===== src/rtl/cra_pkg.sv =====
// Shared constants and types for the circular complex-vector address generator.
// Assumes byte addressing and 16-bit words, two words per complex element.
package cra_pkg;
    localparam int WORD_BYTES = 2;   // one real or imaginary word
    localparam int ELEM_BYTES = 4;   // one complex element
    localparam int ALIGN_BITS = 2;   // log2(ELEM_BYTES)

    typedef enum logic {
        PH_REAL = 1'b0,
        PH_IMAG = 1'b1
    } phase_e;
endpackage


===== src/rtl/cra_mask_dec.sv =====
// Window mask decoder: turns the size code into a mask of the address bits
// that take part in the increment. Code k gives k+2 low bits set.
// Assumes the code is static while a step is in flight.
// If k+2 exceeds the address width, the mask is all ones.
module cra_mask_dec #(
    parameter int ADDR_W = 32,
    parameter int SIZE_W = 4
) (
    input  logic [SIZE_W-1:0] size_code,
    output logic [ADDR_W-1:0] win_mask
);
    import cra_pkg::*;

    localparam int SPAN_W = SIZE_W + 1;

    logic [SPAN_W-1:0] span;

    // number of low bits in the window
    assign span = SPAN_W'(size_code) + SPAN_W'(ALIGN_BITS);

    // one comparator per address bit
    for (genvar g = 0; g < ADDR_W; g++) begin : g_bit
        assign win_mask[g] = (32'(span) > 32'(g));
    end
endmodule


===== src/rtl/cra_ptr_next.sv =====
// Masked incrementer: adds one word to the pointer inside the window bits
// and passes the bits above the window through unchanged.
// Assumes the mask is a run of ones starting at bit 0.
module cra_ptr_next #(
    parameter int ADDR_W = 32
) (
    input  logic [ADDR_W-1:0] cur_ptr,
    input  logic [ADDR_W-1:0] win_mask,
    output logic [ADDR_W-1:0] nxt_ptr
);
    import cra_pkg::*;

    logic [ADDR_W-1:0] bumped;

    // full-width add of one word
    assign bumped  = cur_ptr + ADDR_W'(WORD_BYTES);

    // keep the upper bits, take the window bits from the sum
    assign nxt_ptr = (cur_ptr & ~win_mask) | (bumped & win_mask);
endmodule


===== src/rtl/cplx_ring_agen.sv =====
// Top of the circular complex-vector address generator.
// Holds the pointer register, handles loads (with forced alignment) and
// masked steps, and produces the phase and element-complete outputs.
// Assumes: a load takes priority over a step in the same cycle; the
// reset is synchronous and active low.
module cplx_ring_agen #(
    parameter int ADDR_W = 32,
    parameter int SIZE_W = 4
) (
    input  logic              clk,
    input  logic              rst_n,
    input  logic              load_en,
    input  logic [ADDR_W-1:0] load_addr,
    input  logic [SIZE_W-1:0] size_code,
    input  logic              step,
    output logic [ADDR_W-1:0] addr,
    output logic              imag_phase,
    output logic              elem_done,
    output logic              align_err
);
    import cra_pkg::*;

    logic [ADDR_W-1:0] ptr_q;
    logic [ADDR_W-1:0] win_mask;
    logic [ADDR_W-1:0] ptr_step;
    logic [ADDR_W-1:0] load_aligned;
    logic              do_step;
    phase_e            phase;

    cra_mask_dec #(.ADDR_W(ADDR_W), .SIZE_W(SIZE_W)) u_mask (
        .size_code (size_code),
        .win_mask  (win_mask)
    );

    cra_ptr_next #(.ADDR_W(ADDR_W)) u_next (
        .cur_ptr  (ptr_q),
        .win_mask (win_mask),
        .nxt_ptr  (ptr_step)
    );

    // load value with the element-offset bits cleared
    assign load_aligned = {load_addr[ADDR_W-1:ALIGN_BITS], {ALIGN_BITS{1'b0}}};
    // a step counts only when no load competes
    assign do_step      = step && !load_en;
    // word phase comes from the word-select bit of the pointer
    assign phase        = phase_e'(ptr_q[1]);

    // pointer register: load has priority over step
    always_ff @(posedge clk) begin
        if (!rst_n) begin
            ptr_q <= '0;
        end else if (load_en) begin
            ptr_q <= load_aligned;
        end else if (do_step) begin
            ptr_q <= ptr_step;
        end
    end

    // alignment flag follows the most recent load
    always_ff @(posedge clk) begin
        if (!rst_n) begin
            align_err <= 1'b0;
        end else if (load_en) begin
            align_err <= |load_addr[ALIGN_BITS-1:0];
        end
    end

    // element strobe after the imaginary word is consumed
    always_ff @(posedge clk) begin
        if (!rst_n) begin
            elem_done <= 1'b0;
        end else begin
            elem_done <= do_step && (phase == PH_IMAG);
        end
    end

    assign addr       = ptr_q;
    assign imag_phase = (phase == PH_IMAG);
endmodule


===== config.mk =====
export PLATFORM = sky130hd
export DESIGN_NAME = cplx_ring_agen
export DESIGN_NICKNAME = d
export VERILOG_FILES = /design/src/rtl/cra_pkg.sv /design/src/rtl/cra_mask_dec.sv /design/src/rtl/cra_ptr_next.sv /design/src/rtl/cplx_ring_agen.sv
export SDC_FILE = /design/constraint.sdc
export NUM_CORES = 1
export LEC_CHECK = 0
export BUFFER_PORTS_ARGS = -buffer_cell sky130_fd_sc_hd__buf_2
export CORE_ASPECT_RATIO = 0.5
export CORE_MARGIN = 3
export CORE_UTILIZATION = 58
export CTS_CLUSTER_SIZE = 40
export DETAILED_ROUTE_END_ITERATION = 7
export GPL_ROUTABILITY_DRIVEN = 1
export PLACE_DENSITY_LB_ADDON = 0.12
export SLEW_MARGIN = 30
export SYNTH_ARGS = -nofsm -noshare
export SYNTH_HDL_FRONTEND = slang
export SYNTH_HIERARCHICAL = 1
export SYNTH_SLANG_ARGS = --single-unit

===== constraint.sdc =====
create_clock -name clk -period 7.2 [get_ports clk]
set_clock_uncertainty 0.15 [all_clocks]
set_input_delay 0.72 -clock clk [delete_from_list [all_inputs] [get_ports clk]]
set_output_delay 0.72 -clock clk [all_outputs]
set_load 0.05 [all_outputs]

==> parameters.txt <==
Parameter                              Value

Run status
  Result of the run    finished clean

Min path
  Hold Crit Class    reg2reg
  Min-delay src    align_err$_SDFFE_PN0P_

Die
  Starting density of the core    64.0%
  Number of primary I/O pins    75
  FP Rows    17
  Horiz. Die Dim    107 µm
  Vertical die dimension    56.7 µm
  Placeable core region    0.00466 mm²
  Die area    0.00609 mm²

Detailed routing
  Detailed Route Iter0 Violations    239
  First-pass iteration count of the detailed router    4
  Count of vias placed by the detailed router    2665
  Routed via count divided by cell count    5.96
  Post-route ant nets    0
  Post-detailed-route wirelength per cell    17.3 µm
  Drc violations    0
  Wire length reported by the detailed router    7730 µm

Yosys
  Number of instances in the synthesized netlist    323
  Cell area after technology mapping    0.00298 mm²
  Avg Inst Size Synth    9.23 µm²
  Synth warnings    6
  Synthesized net count    369

Clock tree
  Num CTS Buffers    5
  Clk slew on worst S/H paths    0.07 ns
  Post-CTS setup-driven buffer insertion count    0
  Clock insertion delay at the later pin of the skew report    0.30 ns
  Number of clock sinks    34
  Post-cts resize count    0
  CTS hold repair buffers    0
  Clock tree from TritonCTS    done
  Root buffer cell    clkbuf_8
  Htree depth    2
  Maximum root-to-sink buffer count    2

Final layout
  Utilization after layout    71.9%
  Fin nets    427
  Antenna cell count    0
  Number of inserted filler cells in the final layout    358
  Layout overhead on the synthesized area    12.3%
  Layout Cell Area excl Fill    0.00335 mm²
  Final standard cell count with taps included and fillers excluded    447
  Layout cell share with drive strength beyond 1    32.8%

Power and ir drop
  Leakage Power    1.77 nW
  Power density over cell area    161 mW/mm²
  Combinational cell fraction of total power    33.1%
  Overall power    0.538 mW
  Switching power as a share of total power    37.2%
  Design internal power    0.338 mW
  Switching power    0.200 mW
  Relative contribution of the clock network to total power    25.7%
  VDD IR-drop max    0.107 mV
  Sequential cell fraction of total power    41.2%

GRT
  Most used routing layer in global routing    met2
  GR Util met1    35.8%
  Global route overflow    0
  Met2 global-route usage    39.6%
  Global-route wire length before repair    12300 µm
  Antenna violations before repair    0
  Met3 Track Usage GR    5.74%
  Number of global-route vias before repair    2492
  Maximum number of pins on one net before global-route repair    64
  Total routing resource utilization after global routing    25.2%

Critical path
  Critical Path Start Type    input port
  Worst R2R Start    addr[1]$_SDFFE_PP0N_
  Endpoint kind of the worst setup timing path    register
  Setup slack, reg-to-reg    4.54 ns
  Data arrival time of the critical path    3.15 ns
  Worst R2R End    addr[27]$_SDFFE_PN0P_
  First element of the critical path    size_code[1]
  Critical path capture point    addr[9]$_SDFFE_PN0P_
  Depth of the worst register-to-register path    7
  Critical path fanouts, max    12
  Critical Path RT    7.24 ns
  Setup Crit Path Kind    in2reg

Place
  Number of placed cells counting well taps    440
  Routability congestion estimate    0.928
  Placed wire-length estimate after detailed placement    5680 µm
  Number of port buffers    74
  DP Area    0.00326 mm²
  Pre-CTS setup slack    3.86 ns

STA
  Worst-margin pin slew    0.848 ns
  Final cycle utilization of the critical path    43.2%
  Setup repair after global routing missed its margin    false
  Max-slew violation total from the final report    0
  Maximum clock rate    322 MHz
  Worst slew slack as a fraction of its limit    43.3%
  Fin crit period    3.11 ns
  Summed negative setup slack over all endpoints    0 ns
  Worst hold margin    0.420 ns
  Final hold viol count    0
  Post-layout worst setup margin    4.09 ns
  Setup Viol. Count Final    0

Job
  Max-cap violations    0
==> cell usage in the layout (no fill, tap or decap), types with 4 or more instances in the layout <==
cell type,count
inv_1,8
nand4_1,19
dfxtp_1,34
and3_1,5
mux2_2,4
o211a_1,30
o21ai_0,5
clkbuf_8,5
or2b_1,17
nand2_1,20
xnor2_1,25
nand3_1,11
ha_1,6
nor2b_1,4
nand2b_1,14
buf_2,72
nor2_1,20
mux2_4,27
a21oi_1,8
xor2_1,5
==> worst max-delay path: stages <==
cell	delay, ns
buf_2	0.21
inv_1	0.16
ha_1	0.48
inv_1	0.19
a31o_2	0.28
o21ai_0	0.25
nand2_1	0.09
nor3_1	0.20
xor2_1	0.10
mux2_4	0.27
o211a_1	0.20
==> area by class of cell <==
| type | count | area (µm²) | area share [%] |
|---|---|---|---|
| multi-input cells | 258 | 2100 | 62.7 |
| clock buffers | 5 | 68.8 | 2.06 |
| clock inverters | 2 | 10.0 | 0.299 |
| flip-flops and latches | 34 | 681 | 20.3 |
| inverters | 8 | 30.0 | 0.897 |
| well taps | 66 | 82.6 | 2.47 |
| repair buffers | 74 | 375 | 11.2 |
==> power groups by stage <==
stage	logic [mW]	clock network [mW]	registers, mW
4_1_cts	0.178	0.142	0.221
3_5_place_dp	0.177	0	0.226
2_1_floorplan	0.0957	0	0.268
5_1_grt	0.189	0.152	0.224
6_report	0.178	0.139	0.222
3_3_place_gp	0.173	0	0.224
==> sequential cells by signal (all words and copies together), names as in the netlist <==
| signal | count |
|---|---|
| addr | 32 |
| align_err | 1 |
| elem_done | 1 |
==> metal layers <==
| layer | wire length [µm] | part of all wire [%] |
|---|---|---|
| met1 | 3780 | 49 |
| met2 | 3390 | 44 |
| met3 | 515 | 6.7 |
| met4 | 47 | 0.61 |
| met5 | 0 | 0 |
==> worst min-delay path by stage <==
stage / endpoint / slack, ns / cells after the start
6_report: align_err$_SDFFE_PN0P_ / 0.42 / 2
5_1_grt: align_err$_SDFFE_PN0P_ / 0.47 / 2
4_1_cts: align_err$_SDFFE_PN0P_ / 0.43 / 2
3_5_place_dp: align_err$_SDFFE_PN0P_ / 0.42 / 2
3_3_place_gp: addr[0]$_SDFFE_PP0N_ / 0.35 / 2
2_1_floorplan: elem_done$_SDFF_PN0_ / 0.57 / 2
Note: power is estimated with default switching activity, not from simulation.
